`src/rtl/mbu_pkg.sv`:
```
package mbu_pkg;

  typedef enum logic [2:0] {
    OP_LOAD    = 3'd0,
    OP_STORE   = 3'd1,
    OP_MAINT   = 3'd2,
    OP_GINV    = 3'd3,
    OP_BARRIER = 3'd4
  } op_class_e;

  localparam logic [4:0] BT_COMPLETE  = 5'h00;
  localparam logic [4:0] BT_STORE_ORD = 5'h04;
  localparam logic [4:0] BT_ORDER     = 5'h10;
  localparam logic [4:0] BT_ACQUIRE   = 5'h11;
  localparam logic [4:0] BT_RELEASE   = 5'h12;
  localparam logic [4:0] BT_LOAD_ORD  = 5'h13;
  localparam logic [4:0] BT_INVAL     = 5'h14;

  localparam int NUM_MEM_CLASSES = 3;

  typedef struct packed {
    logic wait_ld;
    logic wait_st;
    logic wait_gv;
    logic use_glb;
    logic gate_ld;
    logic gate_st;
  } bar_cfg_t;

  function automatic bar_cfg_t btype_to_cfg(input logic [4:0] bt, input logic gi_en);
    bar_cfg_t c;
    c = '{wait_ld: 1'b1, wait_st: 1'b1, wait_gv: 1'b0, use_glb: 1'b1,
          gate_ld: 1'b1, gate_st: 1'b1};
    case (bt)
      BT_STORE_ORD: c = '{wait_ld: 1'b0, wait_st: 1'b1, wait_gv: 1'b0, use_glb: 1'b0,
                          gate_ld: 1'b0, gate_st: 1'b1};
      BT_ORDER:     c = '{wait_ld: 1'b1, wait_st: 1'b1, wait_gv: 1'b0, use_glb: 1'b0,
                          gate_ld: 1'b1, gate_st: 1'b1};
      BT_ACQUIRE:   c = '{wait_ld: 1'b1, wait_st: 1'b0, wait_gv: 1'b0, use_glb: 1'b0,
                          gate_ld: 1'b1, gate_st: 1'b1};
      BT_RELEASE:   c = '{wait_ld: 1'b1, wait_st: 1'b1, wait_gv: 1'b0, use_glb: 1'b0,
                          gate_ld: 1'b0, gate_st: 1'b1};
      BT_LOAD_ORD:  c = '{wait_ld: 1'b1, wait_st: 1'b0, wait_gv: 1'b0, use_glb: 1'b0,
                          gate_ld: 1'b1, gate_st: 1'b0};
      BT_INVAL: begin
        if (gi_en)
          c = '{wait_ld: 1'b1, wait_st: 1'b1, wait_gv: 1'b1, use_glb: 1'b0,
                gate_ld: 1'b1, gate_st: 1'b1};
      end
      default: ;
    endcase
    return c;
  endfunction

endpackage

```
`src/rtl/mbu_decode.sv`:
```
module mbu_decode
  import mbu_pkg::*;
(
  input  logic [4:0] btype,
  input  logic       gi_en,
  output bar_cfg_t   cfg
);

  always_comb cfg = btype_to_cfg(btype, gi_en);

endmodule

```
`src/rtl/mbu_track.sv`:
```
module mbu_track #(
  parameter int MAX_OUT = 16,
  parameter int CW      = $clog2(MAX_OUT + 1)
) (
  input  logic clk,
  input  logic rst,
  input  logic inc,
  input  logic dec,
  input  logic snap,
  output logic full,
  output logic drained
);

  localparam logic [CW-1:0] CAP = CW'(MAX_OUT);
  localparam logic [CW-1:0] ONE = CW'(1);

  logic [CW-1:0] cnt_q, cnt_d;
  logic [CW-1:0] drn_q, drn_d;
  logic          inc_ok, dec_ok;

  always_comb begin
    inc_ok = inc && (cnt_q != CAP);
    dec_ok = dec && (cnt_q != '0);
    cnt_d  = cnt_q;
    if (inc_ok) cnt_d = cnt_d + ONE;
    if (dec_ok) cnt_d = cnt_d - ONE;
    if (snap)
      drn_d = cnt_d;
    else if (dec && (drn_q != '0))
      drn_d = drn_q - ONE;
    else
      drn_d = drn_q;
  end

  always_ff @(posedge clk) begin
    if (rst) begin
      cnt_q <= '0;
      drn_q <= '0;
    end else begin
      cnt_q <= cnt_d;
      drn_q <= drn_d;
    end
  end

  assign full    = (cnt_q == CAP);
  assign drained = (drn_q == '0);


  cnt_cap_chk: assert property (@(posedge clk) disable iff (rst) cnt_q <= CAP);

  full_no_inc_chk: assert property (@(posedge clk) disable iff (rst) full |-> !inc);

  drain_bound_chk: assert property (@(posedge clk) disable iff (rst) drn_q <= cnt_q);

  idle_hold_chk: assert property (@(posedge clk) disable iff (rst)
    (!inc && !dec) |=> $stable(cnt_q));

endmodule

```
`src/rtl/mbu_ctrl.sv`:
```
module mbu_ctrl
  import mbu_pkg::*;
#(
  parameter int NCLS = NUM_MEM_CLASSES
) (
  input  logic            clk,
  input  logic            rst,
  input  logic            bar_acc,
  input  bar_cfg_t        cfg_in,
  input  logic [NCLS-1:0] ord_drained,
  input  logic [NCLS-1:0] glb_drained,
  input  logic            gv_drained,
  output logic            pend,
  output logic            done,
  output bar_cfg_t        cfg_q
);

  logic [NCLS-1:0] need;
  logic [NCLS-1:0] cls_ok;
  logic            all_clear;

  // class 0 loads, class 1 stores, class 2 maintenance (counts as both)
  always_comb begin
    need[0] = cfg_q.wait_ld;
    need[1] = cfg_q.wait_st;
    need[2] = cfg_q.wait_ld | cfg_q.wait_st;
  end

  for (genvar c = 0; c < NCLS; c++) begin : g_ok
    assign cls_ok[c] = !need[c] || (cfg_q.use_glb ? glb_drained[c] : ord_drained[c]);
  end

  assign all_clear = (&cls_ok) && (!cfg_q.wait_gv || gv_drained);

  always_ff @(posedge clk) begin
    if (rst) begin
      pend  <= 1'b0;
      done  <= 1'b0;
      cfg_q <= '0;
    end else begin
      done <= pend && all_clear;
      if (bar_acc) begin
        pend  <= 1'b1;
        cfg_q <= cfg_in;
      end else if (pend && all_clear) begin
        pend <= 1'b0;
      end
    end
  end


  no_reaccept_chk: assert property (@(posedge clk) disable iff (rst) pend |-> !bar_acc);

  done_clears_chk: assert property (@(posedge clk) disable iff (rst) done |-> !pend);

  done_pulse_chk: assert property (@(posedge clk) disable iff (rst) done |=> !done);

endmodule

```
`src/rtl/mem_barrier_unit.sv`:
```
module mem_barrier_unit
  import mbu_pkg::*;
#(
  parameter int MAX_OUT = 16
) (
  input  logic       clk,
  input  logic       rst,
  input  logic       gi_enable,
  input  logic       iss_valid,
  input  logic [2:0] iss_class,
  input  logic [4:0] iss_btype,
  output logic       iss_ready,
  input  logic [2:0] ord_ack,
  input  logic [2:0] glb_ack,
  input  logic       ginv_ack,
  output logic       bar_pending,
  output logic       bar_done
);

  localparam int NCLS = NUM_MEM_CLASSES;
  localparam int CW   = $clog2(MAX_OUT + 1);

  bar_cfg_t        dec_cfg, cfg_q;
  logic [NCLS-1:0] ord_full, glb_full, ord_drained, glb_drained;
  logic [NCLS-1:0] cls_inc, cls_gate;
  logic            gv_full, gv_drained;
  logic            acc, bar_acc;

  mbu_decode u_decode (
    .btype (iss_btype),
    .gi_en (gi_enable),
    .cfg   (dec_cfg)
  );

  always_comb begin
    cls_gate[0] = bar_pending && cfg_q.gate_ld;
    cls_gate[1] = bar_pending && cfg_q.gate_st;
    cls_gate[2] = bar_pending && (cfg_q.gate_ld || cfg_q.gate_st);
  end

  always_comb begin
    case (iss_class)
      OP_LOAD:    iss_ready = !ord_full[0] && !glb_full[0] && !cls_gate[0];
      OP_STORE:   iss_ready = !ord_full[1] && !glb_full[1] && !cls_gate[1];
      OP_MAINT:   iss_ready = !ord_full[2] && !glb_full[2] && !cls_gate[2];
      OP_GINV:    iss_ready = !gv_full;
      OP_BARRIER: iss_ready = !bar_pending;
      default:    iss_ready = 1'b1;
    endcase
  end

  assign acc     = iss_valid && iss_ready;
  assign bar_acc = acc && (iss_class == OP_BARRIER);

  for (genvar c = 0; c < NCLS; c++) begin : g_cls
    assign cls_inc[c] = acc && (iss_class == 3'(c));

    mbu_track #(.MAX_OUT(MAX_OUT), .CW(CW)) u_ord (
      .clk     (clk),
      .rst     (rst),
      .inc     (cls_inc[c]),
      .dec     (ord_ack[c]),
      .snap    (bar_acc),
      .full    (ord_full[c]),
      .drained (ord_drained[c])
    );

    mbu_track #(.MAX_OUT(MAX_OUT), .CW(CW)) u_glb (
      .clk     (clk),
      .rst     (rst),
      .inc     (cls_inc[c]),
      .dec     (glb_ack[c]),
      .snap    (bar_acc),
      .full    (glb_full[c]),
      .drained (glb_drained[c])
    );
  end

  mbu_track #(.MAX_OUT(MAX_OUT), .CW(CW)) u_ginv (
    .clk     (clk),
    .rst     (rst),
    .inc     (acc && (iss_class == OP_GINV)),
    .dec     (ginv_ack),
    .snap    (bar_acc),
    .full    (gv_full),
    .drained (gv_drained)
  );

  mbu_ctrl #(.NCLS(NCLS)) u_ctrl (
    .clk         (clk),
    .rst         (rst),
    .bar_acc     (bar_acc),
    .cfg_in      (dec_cfg),
    .ord_drained (ord_drained),
    .glb_drained (glb_drained),
    .gv_drained  (gv_drained),
    .pend        (bar_pending),
    .done        (bar_done),
    .cfg_q       (cfg_q)
  );


  one_barrier_chk: assert property (@(posedge clk) disable iff (rst)
    bar_pending |-> !(iss_valid && iss_class == OP_BARRIER && iss_ready));

  pend_rise_chk: assert property (@(posedge clk) disable iff (rst) bar_acc |=> bar_pending);

  gate_load_chk: assert property (@(posedge clk) disable iff (rst)
    (bar_pending && cfg_q.gate_ld) |-> !(acc && iss_class == OP_LOAD));

  gate_store_chk: assert property (@(posedge clk) disable iff (rst)
    (bar_pending && cfg_q.gate_st) |-> !(acc && iss_class == OP_STORE));

  gate_maint_chk: assert property (@(posedge clk) disable iff (rst)
    (bar_pending && (cfg_q.gate_ld || cfg_q.gate_st)) |-> !(acc && iss_class == OP_MAINT));

  other_ready_chk: assert property (@(posedge clk) disable iff (rst)
    (iss_class > 3'd4) |-> iss_ready);

endmodule

```
`config.mk`:
```
export PLATFORM = sky130hd
export DESIGN_NAME = mem_barrier_unit
export DESIGN_NICKNAME = d
export VERILOG_FILES = /design/src/rtl/mbu_pkg.sv /design/src/rtl/mbu_decode.sv /design/src/rtl/mbu_track.sv /design/src/rtl/mbu_ctrl.sv /design/src/rtl/mem_barrier_unit.sv
export SDC_FILE = /design/constraint.sdc
export NUM_CORES = 1
export LEC_CHECK = 0
export ABC_AREA = 1
export BUFFER_PORTS_ARGS = -buffer_cell sky130_fd_sc_hd__buf_2
export CAP_MARGIN = 40
export CORE_UTILIZATION = 60
export DETAILED_ROUTE_END_ITERATION = 16
export PLACE_DENSITY_LB_ADDON = 0.08
export SYNTH_ARGS = -nofsm -noshare
export SYNTH_HDL_FRONTEND = slang
export SYNTH_SLANG_ARGS = --single-unit
```
`constraint.sdc`:
```
create_clock -name clk -period 5.1 [get_ports clk]
set_clock_uncertainty 0.2 [all_clocks]
set_input_delay 1.02 -clock clk [delete_from_list [all_inputs] [get_ports clk]]
set_output_delay 1.02 -clock clk [all_outputs]
set_load 0.02 [all_outputs]
```
### Yosys cells after proc, flatten, opt, wreduce, memory -nomap -nowiden

Index checks and enable logic that the tools add are counted.

* register bits after elaboration: 78
* input bits: 19
* output and inout port bits: 3
* logic and storage cells: 193

* $add $sub $neg: 21
* equal/unequal tests: 24
* muxes and demuxes: 36
* bitwise gates (word level): 1
* reduce and logical (&&, ||, !) cells: 89

Operators with widths (number)
* two-way mux 5 bit: 28
* nonzero test 5 bit: 14
* subtractor 5 x 1 -> 5 bit (second input constant): 14
* equality test 5 bit (second input constant): 12
* logical AND 1 bit: 38
* one-hot mux 6 bit (6 select lines): 1
* adder 5 x 1 -> 5 bit (second input constant): 7
* logical NOT 5 bit: 7
* inequality test 5 bit (second input constant): 7
* nonzero test 2 bit: 8
* logical NOT 1 bit: 15
* equality test 3 x 2 -> 1 bit (second input constant): 2
* equality test 5 x 3 -> 1 bit (second input constant): 1
* logical OR 1 bit: 5
* two-way mux 1 bit: 5
* one-hot mux 1 bit (5 select lines): 1
* two-way mux 4 bit: 1
* equality test 3 x 1 -> 1 bit (second input constant): 1
* equality test 3 bit (second input constant): 1
* logical NOT 3 bit: 1
* AND reduction 3 bit: 1
* OR 1 bit: 1

### Depth between registers and ports, before layout

Gate-level depths: netlist of run 1.

* depth after elaboration: 12
* gate-level depth with buffers: 21
* gate-level depth less buffers: 20

### By module

A second synthesis of run 1 with hierarchy kept.

* cell total of the unflattened synthesis: 940
* area total of the unflattened synthesis: 6112.1 um^2

By module, submodules not included
* mbu_track: times used 7, cells each 119, area each 788.3 um^2, sequential area each 200.2 um^2
* mbu_ctrl: times used 1, cells each 48, area each 340.3 um^2, sequential area each 160.2 um^2
* mem_barrier_unit: times used 1, cells each 40, area each 165.2 um^2, sequential area each 0.0 um^2
* mbu_decode: times used 1, cells each 19, area each 88.8 um^2, sequential area each 0.0 um^2

### Worst setup path before layout of run 1

OpenSTA, ideal clock, no wires.

* kind: input to register
* start: input iss_class[0]
* end: register g_cls[2].u_ord.drn_q[4]
* library setup time: 0.056 ns
* data arrival time: 2.874 ns
* data required time: 4.844 ns
* setup slack: 1.971 ns
* cell stages on the path: 20
* path buffers: 1
* cells stage by stage: inv_2 -> nand2_1 -> nor2_1 -> nand2_1 -> nor2_1 -> nor2_2 -> nand2_4 -> nand3_2 -> buf_4 -> nand2_1 -> o21ai_1 -> inv_1 -> ha_1 -> nand3_1 -> nor2_2 -> nand2_1 -> or2_1 -> nand3_1 -> nand2_1 -> inv_1

* cells in the longest elaborated chain, start to end: 9
* elaborated cells between the ends (all ways): 15
* classes of those cells: add/sub: 1; eq/ne: 4; mux: 4; reduce/logical: 6

RTL lines
* start, declared: RTL line mem_barrier_unit.sv:10 `input logic [2:0] iss_class,`
* equality test 3 bit (tied with other cells): RTL line mem_barrier_unit.sv:42, mem_barrier_unit.sv:53
* one-hot mux 1 bit (5 select lines): RTL line mem_barrier_unit.sv:42 `case (iss_class)`
* logical AND 1 bit: RTL line mem_barrier_unit.sv:52 `assign acc = iss_valid && iss_ready;`
* logical AND 1 bit: RTL line mem_barrier_unit.sv:56 `assign cls_inc[c] = acc && (iss_class == 3'(c));`
* logical AND 1 bit: RTL line mbu_track.sv:22 `inc_ok = inc && (cnt_q != CAP);`
* two-way mux 5 bit: RTL line mbu_track.sv:25 `if (inc_ok) cnt_d = cnt_d + ONE;`
* subtractor 5 x 1 -> 5 bit: RTL line mbu_track.sv:26 `if (dec_ok) cnt_d = cnt_d - ONE;`
* two-way mux 5 bit: RTL line mbu_track.sv:26
* two-way mux 5 bit: RTL line mbu_track.sv:27 `if (snap)`
* end signal, assigned: RTL line mbu_track.sv:41 `drn_q <= drn_d;`
* end, declared: RTL line mbu_track.sv:18 `logic [CW-1:0] drn_q, drn_d;`

Several ways; a longest one is shown, not always the timed one.
A chain may end at the register's enable or synchronous reset.

### Worst setup path in the final report of run 1

* start: input iss_class[1]
* end: register g_cls[0].u_ord.drn_q[4]

* cells in the longest elaborated chain, start to end: 9
* elaborated cells between the ends (all ways): 15
* classes of those cells: add/sub: 1; eq/ne: 4; mux: 4; reduce/logical: 6

RTL lines (RTL line)
* equality test 3 bit (tied with other cells): mem_barrier_unit.sv:42, mem_barrier_unit.sv:53
* one-hot mux 1 bit (5 select lines): mem_barrier_unit.sv:42
* logical AND 1 bit: mem_barrier_unit.sv:52
* logical AND 1 bit: mem_barrier_unit.sv:56
* logical AND 1 bit: mbu_track.sv:22
* two-way mux 5 bit: mbu_track.sv:25
* subtractor 5 x 1 -> 5 bit: mbu_track.sv:26
* two-way mux 5 bit: mbu_track.sv:26
* two-way mux 5 bit: mbu_track.sv:27
* end signal, assigned: mbu_track.sv:41
* end, declared: mbu_track.sv:18

Several ways; a longest one is shown, not always the timed one.

==> results.md, run 1 <==
* Util after Layout at 0.665
* # resized after CTS at 0
* Max Clk Rate at 291 MHz
* Cell Chain, Critical Path: buf_2, nor3_4, nand3_1, nand2_1, nand2_1, nand2_4, nand2_1, nor2_2, nand2_1, o21ai_1, inv_1, ha_1, nand2_1, nor2_1, nand2_1, nand2_1, nand2_1, nand2_1, a21oi_1
* CTS root buf: clkbuf_8
* Area of the multi-input gates at 3230 µm²
* Row count at 34
* HP Class: register to register
* Actual slew at the worst max-slew pin at 773 ps
* RSZ-0062 raised after global routing: no
* Wire length per cell at 12.5 µm
* Setup Viol. Count Final at 0
* Vias in the first global route at 4808
* Yosys Warn Count at 0
* CP max FO at 16
* Number of detailed-route iterations in the first pass at 5
* Worst path most repeated cell: nand2_1
* Pleak at 2.79 nW
* Die area at 9400 µm²
* Max rail drop VDD at 0.000294 V
* CTS buffer count at 9
* Vias at 5139
* Yosys top cell by area: dfxtp_1
* Status: finished, final reports clean
* Pwr dens at 570 nW/µm²
* Core region area at 8720 µm²
* CP arrival at 3520 ps
* Largest net degree at the start of global routing at 47
* Antenna violations before repair at 0
* Syn Area/Cell at 6.57 µm²
* ANT cells at 0
* Vert. Die Dim at 97.0 µm
* Critical Path Sink Type: register
* Sequential Area at 1560 µm²
* Vias per cell at 5.40
* Final ANT Viol Nets at 0
* Total GRT Usage at 0.266
* Initial core utilization at 0.621
* Most frequent cells in the layout: nand2_1, inv_1, dfxtp_1, nand3_1, o21ai_0
* Share of layout cells above drive strength 1 at 0.0675
* GPL Wtd Cong at 0.877
* Post-layout power at 3.31 mW
* Clock Path Buffers at 2
* DP Wirelength at 8990 µm
* Worst-path clk slew at 90 ps
* Dominant cells by area after synthesis: dfxtp_1, nand2_1, inv_1
* Post-CTS Setup Inserts at 0
* # fillers at 826
* P&R area growth vs syn at 7.17%
* First-pass GRT wire length at 20900 µm
* Primary FF master, synth: dfxtp_1
* Top delay family on crit path: simple AND/OR/NAND/NOR gates
* Hold Slack at 273 ps
* Most common cell after layout, fill and taps aside: nand2_1
* Post-synthesis net count at 878
* Max Cap Viol at 0
* Synth Instances at 824
* GRT overflow at 0
* Startpoint Class: primary input
* Clock Latency Late Sink at 340 ps
* Setup TNS Final at 0 ps
* Crit path kind: primary input to register
* Top-area cell type share of the netlist area at 0.289
* Buf/Inv on CP at 2
* Sequential fraction of the synthesis area at 0.289
* Final WL at 11900 µm
* H-tree depth at 3
* Register bit total from synthesis at 78
* Layout net count at 893
* Relative slew slack at 0.484
* DRT iter0 DRCs at 205
* CTS tree: yes
* Mapped cell area at 5410 µm²
* Largest stage delay, worst path at 370 ps
* DRC at 0
* Die width at 97.0 µm
* Post-synthesis cell type count at 36
* IO Count at 22
* Asr flop ratio synth at 0
* Fin crit share at 0.675
* Sinks on Clock Net at 78
* Final Hold Fails at 0
* PortBufs at 21
* Tmin final at 3440 ps
* Slowest cell on the critical path: nor2_2
* Post-CTS Hold Buffers at 0
* CP required at 5180 ps
* Pins Over Slew Limit at 0
* EDFF count, synth at 0
state kept, by name (all words and copies together) (netlist names):
register,flops
g_cls.u_ord.drn_q,15
u_ginv.cnt_q,5
u_ctrl.pend,1
u_ginv.drn_q,5
g_cls.u_ord.cnt_q,15
u_ctrl.cfg_q,6
u_ctrl.done,1
g_cls.u_glb.cnt_q,15
g_cls.u_glb.drn_q,15
where the power goes:
group | switching (mW) | total [mW] | internal, mW | leakage [nW]
clock network | 0.233 | 0.471 | 0.238 | 0.102
registers | 0.209 | 1.05 | 0.846 | 0.643
logic | 1.10 | 1.78 | 0.681 | 2.05
total | 1.54 | 3.31 | 1.76 | 2.79
path summary, 6_finish.rpt:
kind,start,to,slack [ps],depth (start not counted)
max reg2reg,g_cls[0].u_glb.cnt_q[0],g_cls[0].u_ord.drn_q[4],2020,20
max,iss_class[1],g_cls[0].u_ord.drn_q[4],1660,19
min,u_ctrl.cfg_q[1],u_ctrl.cfg_q[1],270,2
min reg2reg,u_ctrl.cfg_q[1],u_ctrl.cfg_q[1],270,2
synth_stat cells, drive strengths merged (2+ instances only):
cell and number:
a21oi 53, buf 9, clkbuf 11, dfxtp 78, ha 35, inv 140, nand2 188, nand3 68
nand3b 4, nand4 26, nor2 60, nor3 8, nor4 3, o2111ai 5, o211ai 2, o21a 2
o21ai 72, o21bai 3, o311ai 3, or2 2, xnor2 9, xor2 39
through the flow:
stage	std cells	area (µm²)	setup slack, ps
finish	952	5800	1660
global placement	935	5570	1440
global route	952	5800	1300
detailed placement	936	5600	1320
floorplan	824	5410	1970
CTS	952	5800	1660
worst reg2reg max path, stage by stage, from the launching register on:
cell     delay (ps)
dfxtp_1         380
inv_1            70
ha_1            210
nand4_1         160
nand2_1         100
nor2_1          150
nor2_2           60
nand2_4         180
nand2_1          90
nor2_2          370
nand2_1          90
o21ai_1         160
inv_1            70
ha_1            190
nand2_1          90
nor2_1           60
nand2_1          70
nand2_1          60
nand2_1          70
nand2_1          50
a21oi_1         140
metal layers:
| metal | GRT usage | share of wire | vias up | routed length (µm) |
|---|---|---|---|---|
| li1 | - | - | 2695 | - |
| met1 | 0.346 | 0.47 | 2349 | 5630 |
| met2 | 0.461 | 0.48 | 83 | 5710 |
| met3 | 0.0318 | 0.036 | 12 | 434 |
| met4 | 0.0781 | 0.011 | 0 | 126 |
| met5 | 0 | 0 | - | 0 |
cell families after synthesis:
| group | share of synthesized area |
|---|---|
| AO/OA/AOI/OAI | 0.143 |
| XOR/XNOR | 0.0777 |
| adder cells (fa/ha/maj) | 0.0809 |
| buffers and inverters | 0.114 |
| flip-flops | 0.289 |
| AND/OR/NAND/NOR | 0.295 |
layout make-up:
cell class	instances	area share
clock buffer	10	0.0237
clock inverter	6	0.0106
inverter	140	0.0906
multi-input combinational	586	0.557
sequential	78	0.269
tap	108	0.0233
timing repair buffer	24	0.0255
No activity file was read; power rests on OpenSTA's default activity.
==> run 2, diff against run 1 <==
--- a/config.mk
+++ b/config.mk
@@ -8,7 +8,7 @@
 export ABC_AREA = 1
 export BUFFER_PORTS_ARGS = -buffer_cell sky130_fd_sc_hd__buf_2
 export CAP_MARGIN = 40
-export CORE_UTILIZATION = 60
+export CORE_UTILIZATION = 57
 export DETAILED_ROUTE_END_ITERATION = 16
 export PLACE_DENSITY_LB_ADDON = 0.08
 export SYNTH_ARGS = -nofsm -noshare
==> constraint.sdc (replaced) <==
create_clock -name clk -period 2.8 [get_ports clk]
set_clock_uncertainty 0.2 [all_clocks]
set_input_delay 0.56 -clock clk [delete_from_list [all_inputs] [get_ports clk]]
set_output_delay 0.56 -clock clk [all_outputs]
set_load 0.02 [all_outputs]
==> run 2 against run 1 <==
Compared with the run above: via count up 4.0%; sequential cell count is the same; critical path depth increased by 2; global-route usage grew 0.42 points; sequential power grew 84%; design area is 7.7% higher; die area up 5.1%; non-clock buffer count rose by 44.
==> results.md, run 2 (synthesis gave the netlist of run 1 again) <==
* Row count at 35
* Die width at 99.4 µm
* Antenna violations before repair at 0
* Layout net count at 937
* Sw Ratio at 0.456
* H-tree depth at 3
* CP max FO at 6
* Startpoint Class: primary input
* Final WL at 12800 µm
* Final Instance Count excl. Fillers at 999
* Crit path kind: primary input to register
* Largest net degree at the start of global routing at 45
* Post-CTS Hold Buffers at 0
* Share of layout cells above drive strength 1 at 0.149
* HP Class: register to register
* Setup Viol. Count Final at 0
* R2R cell count at 20
* CTS root buf: clkbuf_8
* Hold path cells at 2
* Wire length per cell at 12.8 µm
* Comb power frac at 0.552
* Max Cap Viol at 0
* Relative slew slack at 0.641
* Clock Path Buffers at 2
* Largest stage delay, worst path at 230 ps
* Pwr dens at 1030 nW/µm²
* PortBufs at 21
* Hold EP: u_ctrl.cfg_q[1]
* Clock Latency Late Sink at 360 ps
* Vias per cell at 5.35
* Total GRT Usage at 0.270
* Vias in the first global route at 5074
* First-pass GRT wire length at 21600 µm
* Cell Chain, Critical Path: buf_2, inv_1, nand3_1, nor2_1, nand3_1, nand2_1, nand2_1, nand2_4, nand2_1, nor2_4, nand2_2, o21ai_2, inv_1, ha_1, nand2_2, nor2_2, nand2_1, nand2_1, nand2_1, nand2_1, a21oi_1
* GPL Wtd Cong at 0.853
* Critical Path Sink Type: register
* Clk network pwr share at 0.147
* CTS tree: yes
* Hold path startpoint: u_ctrl.cfg_q[1]
* Sinks on Clock Net at 78
* Vias at 5343
* Psw at 2.93 mW
* # fillers at 823
* Status: finished, final reports clean
* IO Count at 22
* Post-layout power at 6.43 mW
* Most common cell after layout, fill and taps aside: nand2_1
* Pins Over Slew Limit at 0
* ANT cells at 0
* Top delay family on crit path: simple AND/OR/NAND/NOR gates
* Initial core utilization at 0.588
* Worst path most repeated cell: nand2_1
* RSZ-0062 raised after global routing: yes
* Placed insts at 974
* Actual slew at the worst max-slew pin at 534 ps
* Buf/Inv on CP at 3
* Worst reg-to-reg setup slack at 150 ps
* Final ANT Viol Nets at 0
* Number of detailed-route iterations in the first pass at 5
* Slowest cell on the critical path: nor2_4
* Internal power at 3.49 mW
* Die area at 9890 µm²
* DRT iter0 DRCs at 255
* DRC at 0
* CP arrival at 2750 ps
* Max rail drop VDD at 0.000508 V
* Most frequent cells in the layout: nand2_1, inv_1, dfxtp_1, nand3_1, o21ai_0
* GRT overflow at 0
* RR Startpoint: g_cls[1].u_ord.cnt_q[0]
* Worst-path clk slew at 90 ps
* Core region area at 9200 µm²
* Pleak at 3.03 nW
* Sequential group share of total power at 0.301
* Max Clk Rate at 378 MHz
* Reg-to-Reg End: g_cls[0].u_ord.drn_q[4]
* Fin crit share at 0.946
* Final Hold Fails at 0
* CP required at 2900 ps
* Vert. Die Dim at 99.4 µm
* Tmin final at 2650 ps
* CTS buffer count at 9
* P&R area growth vs syn at 15.5%
* DP Wirelength at 9550 µm
run 2: cell type report:
cell class | count | area (µm²) | share of cell area
multi-input combinational | 586 | 3310 | 0.530
sequential | 78 | 1580 | 0.252
inverter | 140 | 526 | 0.0841
timing repair buffer | 68 | 483 | 0.0773
tap | 111 | 139 | 0.0222
clock buffer | 10 | 128 | 0.0204
clock inverter | 6 | 86.3 | 0.0138
run 2: worst max-delay path by stage:
stage	from	end	slack, ps	cells after the start
after floorplan	iss_class[0]	g_cls[2].u_ord.drn_q[4]	130	20
after global placement	iss_class[2]	g_cls[2].u_ord.drn_q[1]	-210	19
after detailed placement	iss_class[2]	g_cls[0].u_ord.drn_q[4]	-270	21
after CTS	g_cls[0].u_glb.cnt_q[0]	g_cls[2].u_ord.drn_q[4]	8	19
after global routing	g_cls[1].u_ord.cnt_q[1]	g_cls[1].u_ord.drn_q[4]	-80	19
final	iss_class[2]	g_cls[0].u_ord.drn_q[4]	150	21
run 2: layer usage:
metal  GRT usage  wire length, µm
met1       0.326             5800
met2       0.495             6430
met3      0.0401              373
met4      0.0803              171
met5           0                0
run 2: what timing repair did:
| item | CTS | global route |
|---|---|---|
| setup buffers | 0 | 9 |
| hold endpoints to repair | 0 | 0 |
| pin swaps | 0 | 9 |
| gates resized for setup | 1 | 36 |
| cloned | 0 | 0 |
| setup endpoints to repair | 1 | 40 |
run 2: power groups by stage:
| stage | Clock [mW] | Sequential, mW | Combinational (mW) |
|---|---|---|---|
| after floorplan | 0 | 1.84 | 2.63 |
| after detailed placement | 0 | 1.93 | 3.41 |
| final | 0.945 | 1.93 | 3.55 |
| after global placement | 0 | 1.92 | 3.29 |
| after global routing | 1.01 | 1.99 | 4.11 |
| after CTS | 0.954 | 1.91 | 3.44 |
run 2: worst reg2reg max path, cell delays in order, from the launching register on:
cell and delay, ps:
dfxtp_2 360, inv_1 60, ha_1 210, nand4_1 100, nand3_1 90, nand2_1 100
nand2_1 80, nand2_4 130, nand2_1 100, nor2_4 230, nand2_2 90, o21ai_2 80
inv_1 60, ha_1 200, nand2_2 110, nor2_2 50, nand2_1 70, nand2_1 60
nand2_1 60, nand2_1 50, a21oi_1 110
run 2: per-stage QoR:
stage	hold WS [ps]	TNS (ps)	utilization	worst slack (ps)	instance area [µm²]
floorplan	244	0	-	131	5410
global placement	257	-4780	0.639	-208	5870
detailed placement	257	-5880	0.639	-273	5870
CTS	271	0	0.662	7.94	6090
global route	295	-238	0.679	-78.4	6250
finish	269	0	0.679	151	6250
